$ cat src/rtl/pcmi_pkg.sv
package pcmi_pkg;
  typedef enum logic [1:0] {
    ST_IDLE  = 2'd0,
    ST_FETCH = 2'd1,
    ST_ADD   = 2'd2,
    ST_DONE  = 2'd3
  } state_e;

  localparam logic [1:0] SZ_NULL = 2'b00;
  localparam logic [1:0] SZ_WORD = 2'b01;
  localparam logic [1:0] SZ_LONG = 2'b10;
endpackage

$ cat src/rtl/pcmi_disp_ext.sv
module pcmi_disp_ext #(
  parameter int unsigned AW = 32,
  parameter int unsigned HW = 16
) (
  input  logic [1:0]    sz_i,
  input  logic [AW-1:0] raw_i,
  output logic [AW-1:0] val_o
);
  import pcmi_pkg::*;
  localparam int unsigned EXT = AW - HW;

  always_comb begin
    case (sz_i)
      SZ_WORD: val_o = {{EXT{raw_i[HW-1]}}, raw_i[HW-1:0]};
      SZ_LONG: val_o = raw_i;
      default: val_o = '0; // null and reserved code
    endcase
  end
endmodule

$ cat src/rtl/pcmi_index_scale.sv
module pcmi_index_scale #(
  parameter int unsigned AW = 32,
  parameter int unsigned HW = 16,
  parameter int unsigned SW = 2
) (
  input  logic [AW-1:0] idx_i,
  input  logic          long_i,
  input  logic [SW-1:0] scale_i,
  input  logic          sup_i,
  output logic [AW-1:0] val_o
);
  localparam int unsigned EXT = AW - HW;
  logic [AW-1:0] sized;

  always_comb begin
    sized = long_i ? idx_i : {{EXT{idx_i[HW-1]}}, idx_i[HW-1:0]};
    val_o = sup_i ? '0 : (sized << scale_i);
  end
endmodule

$ cat src/rtl/pcmi_seq.sv
module pcmi_seq (
  input  logic               clk_i,
  input  logic               rst_ni,
  input  logic               start_i,
  input  logic               mode_ok_i,
  input  logic               ack_i,
  output pcmi_pkg::state_e   state_o,
  output logic               load_o,
  output logic               fetch_o,
  output logic               cap_o,
  output logic               add_o,
  output logic               done_o
);
  import pcmi_pkg::*;
  state_e state_q, state_d;

  always_comb begin
    state_d = state_q;
    case (state_q)
      ST_IDLE:  if (start_i && mode_ok_i) state_d = ST_FETCH;
      ST_FETCH: if (ack_i) state_d = ST_ADD;
      ST_ADD:   state_d = ST_DONE;
      default:  state_d = ST_IDLE;
    endcase
  end

  always_ff @(posedge clk_i or negedge rst_ni) begin
    if (!rst_ni) state_q <= ST_IDLE;
    else         state_q <= state_d;
  end

  assign state_o = state_q;
  assign load_o  = (state_q == ST_IDLE) && start_i && mode_ok_i;
  assign fetch_o = (state_q == ST_FETCH);
  assign cap_o   = fetch_o && ack_i;
  assign add_o   = (state_q == ST_ADD);
  assign done_o  = (state_q == ST_DONE);
endmodule

$ cat src/rtl/pcmi_agen.sv
module pcmi_agen #(
  parameter int unsigned AW       = 32,
  parameter int unsigned HW       = 16,
  parameter int unsigned SW       = 2,
  parameter logic [2:0]  MODE_SEL = 3'b111,
  parameter logic [2:0]  REG_SEL  = 3'b011
) (
  input  logic          clk_i,
  input  logic          rst_ni,
  input  logic          start_i,
  input  logic [2:0]    mode_i,
  input  logic [2:0]    reg_i,
  input  logic [AW-1:0] pc_i,
  input  logic          zpc_i,
  input  logic [AW-1:0] bd_i,
  input  logic [1:0]    bd_sz_i,
  input  logic [AW-1:0] od_i,
  input  logic [1:0]    od_sz_i,
  input  logic [AW-1:0] idx_i,
  input  logic          idx_long_i,
  input  logic [SW-1:0] idx_scale_i,
  input  logic          idx_sup_i,
  output logic          mem_req_o,
  output logic [AW-1:0] mem_addr_o,
  output logic          mem_prog_o,
  output logic          mem_rd_o,
  input  logic          mem_ack_i,
  input  logic [AW-1:0] mem_rdata_i,
  output logic          done_o,
  output logic [AW-1:0] ea_o
);
  import pcmi_pkg::*;

  logic [AW-1:0] bd_ext, od_ext, idx_sc, base;
  logic [AW-1:0] inter_q, post_q, ptr_q, ea_q;
  logic          mode_ok, load, fetch, cap, add;
  state_e        state_q;

  assign mode_ok = (mode_i == MODE_SEL) && (reg_i == REG_SEL);
  assign base    = zpc_i ? '0 : pc_i;

  pcmi_disp_ext #(.AW(AW), .HW(HW)) u_bd (.sz_i(bd_sz_i), .raw_i(bd_i), .val_o(bd_ext));
  pcmi_disp_ext #(.AW(AW), .HW(HW)) u_od (.sz_i(od_sz_i), .raw_i(od_i), .val_o(od_ext));

  pcmi_index_scale #(.AW(AW), .HW(HW), .SW(SW)) u_idx (
    .idx_i(idx_i), .long_i(idx_long_i), .scale_i(idx_scale_i),
    .sup_i(idx_sup_i), .val_o(idx_sc)
  );

  pcmi_seq u_seq (
    .clk_i(clk_i), .rst_ni(rst_ni), .start_i(start_i), .mode_ok_i(mode_ok),
    .ack_i(mem_ack_i), .state_o(state_q), .load_o(load), .fetch_o(fetch),
    .cap_o(cap), .add_o(add), .done_o(done_o)
  );

  // post-index sum is operand-only, so it is folded at start
  always_ff @(posedge clk_i or negedge rst_ni) begin
    if (!rst_ni) begin
      inter_q <= '0;
      post_q  <= '0;
      ptr_q   <= '0;
      ea_q    <= '0;
    end else begin
      if (load) begin
        inter_q <= base + bd_ext;
        post_q  <= idx_sc + od_ext;
      end
      if (cap) ptr_q <= mem_rdata_i;
      if (add) ea_q  <= ptr_q + post_q;
    end
  end

  assign mem_req_o  = fetch;
  assign mem_prog_o = fetch;
  assign mem_rd_o   = fetch;
  assign mem_addr_o = inter_q;
  assign ea_o       = ea_q;
endmodule

$ cat config.mk
export PLATFORM = sky130hd
export DESIGN_NAME = pcmi_agen
export DESIGN_NICKNAME = d
export VERILOG_FILES = /design/src/rtl/pcmi_pkg.sv /design/src/rtl/pcmi_disp_ext.sv /design/src/rtl/pcmi_index_scale.sv /design/src/rtl/pcmi_seq.sv /design/src/rtl/pcmi_agen.sv
export SDC_FILE = /design/constraint.sdc
export NUM_CORES = 1
export LEC_CHECK = 0
export ABC_AREA = 1
export BUFFER_PORTS_ARGS = -buffer_cell sky130_fd_sc_hd__buf_2
export CORE_MARGIN = 4
export CORE_UTILIZATION = 54
export DETAILED_ROUTE_END_ITERATION = 8
export PLACE_DENSITY = 0.84
export SKIP_CTS_REPAIR_TIMING = 1
export SLEW_MARGIN = 20
export SYNTH_ARGS = -nofsm -noshare
export SYNTH_HDL_FRONTEND = slang
export SYNTH_SLANG_ARGS = --single-unit
$ cat constraint.sdc
create_clock -name clk_i -period 2.7 [get_ports clk_i]
set_input_delay 0.675 -clock clk_i [delete_from_list [all_inputs] [get_ports clk_i]]
set_output_delay 0.675 -clock clk_i [all_outputs]
set_load 0.005 [all_outputs]
==> impl_results.md <==
* Routed WL at 42800 um
* Clock root cell: clkbuf_16
* GRT Total Usage at 0.302
* Initial DRC count at 951
* Hold WS at 0.168 ns
* Tcrit/Tclk final at 0.954
* Setup-failing EPs final at 0
* Critical path fanouts, max at 8
* Sequential-to-total area share from yosys stat at 0.242
* Port bufs at 246
* Main combinational cell family by area after synthesis: simple AND/OR/NAND/NOR gates
* Num rows at 57
* Fin util at 0.696
* Top Ports at 247
* Routed vias/inst at 5.14
* Post-layout min period at 2.58 ns
* Hold Vio Cnt, Final at 0
* Slew margin rel. at 0.689
* Setup Skew at 0.0123 ns
* CTS tree: done
* Number of global-route vias before repair at 14977
* Starting Density at 0.551
* Req. time, crit path at 3.01 ns
* Commonest non-fill, non-tap cell in the layout: nand2_1
* Clock slew at reported path FFs at 0.06 ns
* Peak VDD IR at 0.487 mV
* PwrDens at 588 nW/um2
* Grt ovf at 0
* Die Span Y at 166 um
* H-tree level count at 4
* Area growth, synth to finish at 26.4%
* Max Root-Sink Buffers at 2
* Final HPWL DP at 34900 um
* Post-Synthesis Cells at 2284
* N_diodes at 0
* Die area at 27500 um2
* Most used DFF post-synth: dfrtp_1
* Achievable Freq at 388 MHz
* Largest net degree at the start of global routing at 49
* Drt wl/cell at 14.4 um
* Clk sink count at 130
* #FFs+latches synth at 130
* Post-Synth Simple-Gate Area at 0.386
* Synth Area in Compound Gates at 0.0757
* Max-cap viol count at 0
* Critical path endpoint category: register
* Post-synth EDFFs at 0
* TritonRoute pass-1 iters at 8
* # DRC at 0
* Clock latency on the worst-skew pair at 0.42 ns
* Crit Path Category: in2reg
* Avg Cell Area, Syn at 5.90 um2
* RSZ-0062 raised after global routing: yes
* Nets at 2927
* Setup TNS at 0 ns
* Post-synthesis adder-cell area fraction at 0.0983
* Synth unique cells at 31
* Syn Std Cell Area at 13500 um2
* Core area at 24500 um2
* Syn Nets at 2567
* GPL Wtd Cong at 0.993
* Post-synthesis xor/xnor area fraction at 0.0273
* Crit path DAT at 2.89 ns
* Reg2reg setup slack at 0.38 ns
* Synth warn at 0
* Antenna violations before repair at 0
* Filler cells at 2209
* Slew @ Worst Pin at 0.466 ns
* Most frequent cells in the layout: nand2_1 (908), inv_1 (411), buf_2 (245)
* First-pass GRT wire length at 70500 um
* Share of layout cells above drive strength 1 at 0.199
* Leakage at 10.5 nW
* Fin. max-slew vios at 0
* Synth async-reset ratio at 1.00
* Die X at 166 um
* Routed Antenna Nets at 0
* Status: finished clean
* Hold WC Path Type: in2async
* Number of CTS-inserted buffers at 17
* Vias at 15329
* CP Launch Type: input port
* Mux cell area share after synthesis at 0.0371
-- routing by layer --
layer	up-vias	global-route usage	share of wire
met2	531	0.539	0.49
met3	122	0.0388	0.055
met4	0	0.119	0.040
li1	7749	-	-
met5	-	0	0
met1	6927	0.372	0.42
-- stage by stage --
step                      setup slack, ns  total power, W  instance area, um2  cells
after global placement             -0.336         0.00712               16200   2946
after detailed placement           -0.402         0.00726               16200   2946
final                               0.124          0.0100               17000   2981
after global routing              -0.0241          0.0107               17000   2981
after CTS                        -0.00949         0.00995               16800   2978
after floorplan                   -0.0337         0.00565               13700   2284
-- synthesized netlist by cell type (2+ instances only) --
| master | number | area (um2) |
|---|---|---|
| nand2_1 | 917 | 3440 |
| inv_1 | 414 | 1550 |
| nor2_1 | 192 | 721 |
| nand3_1 | 148 | 741 |
| dfrtp_1 | 130 | 3250 |
| a21oi_1 | 106 | 531 |
| ha_1 | 101 | 1260 |
| xnor2_1 | 38 | 333 |
| clkbuf_1 | 31 | 116 |
| mux2_2 | 31 | 349 |
| o21ai_0 | 31 | 155 |
| o22ai_1 | 27 | 169 |
| mux2i_1 | 15 | 150 |
| o21ai_1 | 15 | 75.1 |
| nor3_1 | 13 | 65.1 |
| buf_2 | 12 | 60.1 |
| nand3b_1 | 12 | 90.1 |
| nand4_1 | 11 | 68.8 |
| o21bai_1 | 9 | 67.6 |
| or2_2 | 4 | 25.0 |
| xor2_1 | 4 | 35.0 |
| a21o_1 | 3 | 22.5 |
| and2_1 | 3 | 18.8 |
| buf_4 | 3 | 22.5 |
| buf_6 | 3 | 33.8 |
| fa_1 | 3 | 60.1 |
| buf_1 | 2 | 7.51 |
| clkinv_1 | 2 | 7.51 |
| inv_2 | 2 | 7.51 |
-- cell families after synthesis --
family                     count (synthesis)
muxes                                     46
and+or+nand+nor                         1302
xor gates and xnor gates                  42
adders and majority gates                104
DFF                                      130
AOI/OAI and AO/OA                        191
buffers and inverters                    469
-- sequential cells by signal, indices dropped and copies added, names as in the netlist --
name / count
ea_o: 32
post_q: 32
ptr_q: 32
u_seq.state_o: 2
mem_addr_o: 32
-- critical path: stages --
cell	delay, ns
buf_2	0.09
inv_1	0.04
ha_1	0.32
inv_2	0.09
o21ai_4	0.07
buf_4	0.17
nor2_1	0.11
ha_1	0.28
nand2_1	0.12
inv_1	0.06
nand2_1	0.07
nand2_1	0.07
nand3b_1	0.30
nand2_1	0.16
nand3_1	0.10
nand3_2	0.11
nand2_1	0.05
-- where the power goes --
group	leakage, nW	internal (W)	switching (W)
clock network	0.308	0.00165	0.000979
logic	8.51	0.00184	0.00260
registers	1.68	0.00253	0.000389
-- final cells by class --
cell class	count	area [um2]	share of cell area
well taps	324	405	0.0238
clock buffers	18	429	0.0252
flip-flops and latches	130	3250	0.191
multi-input cells	1685	8660	0.509
repair buffers	392	2470	0.145
clock inverters	14	225	0.0132
inverters	418	1580	0.0929
-- worst paths after layout --
kind / start / to / cells past startpoint
min reg2reg: ea_o[24] / ea_o[24] / 2
min: rst_ni / ptr_q[7] / 1
max: bd_sz_i[0] / mem_addr_o[27] / 17
max reg2reg: ptr_q[0] / ea_o[16] / 13
max in group asynchronous: rst_ni / post_q[27] / 2
min in group clk_i: ea_o[24] / ea_o[24] / 2
(Power assumes the default switching activity.)
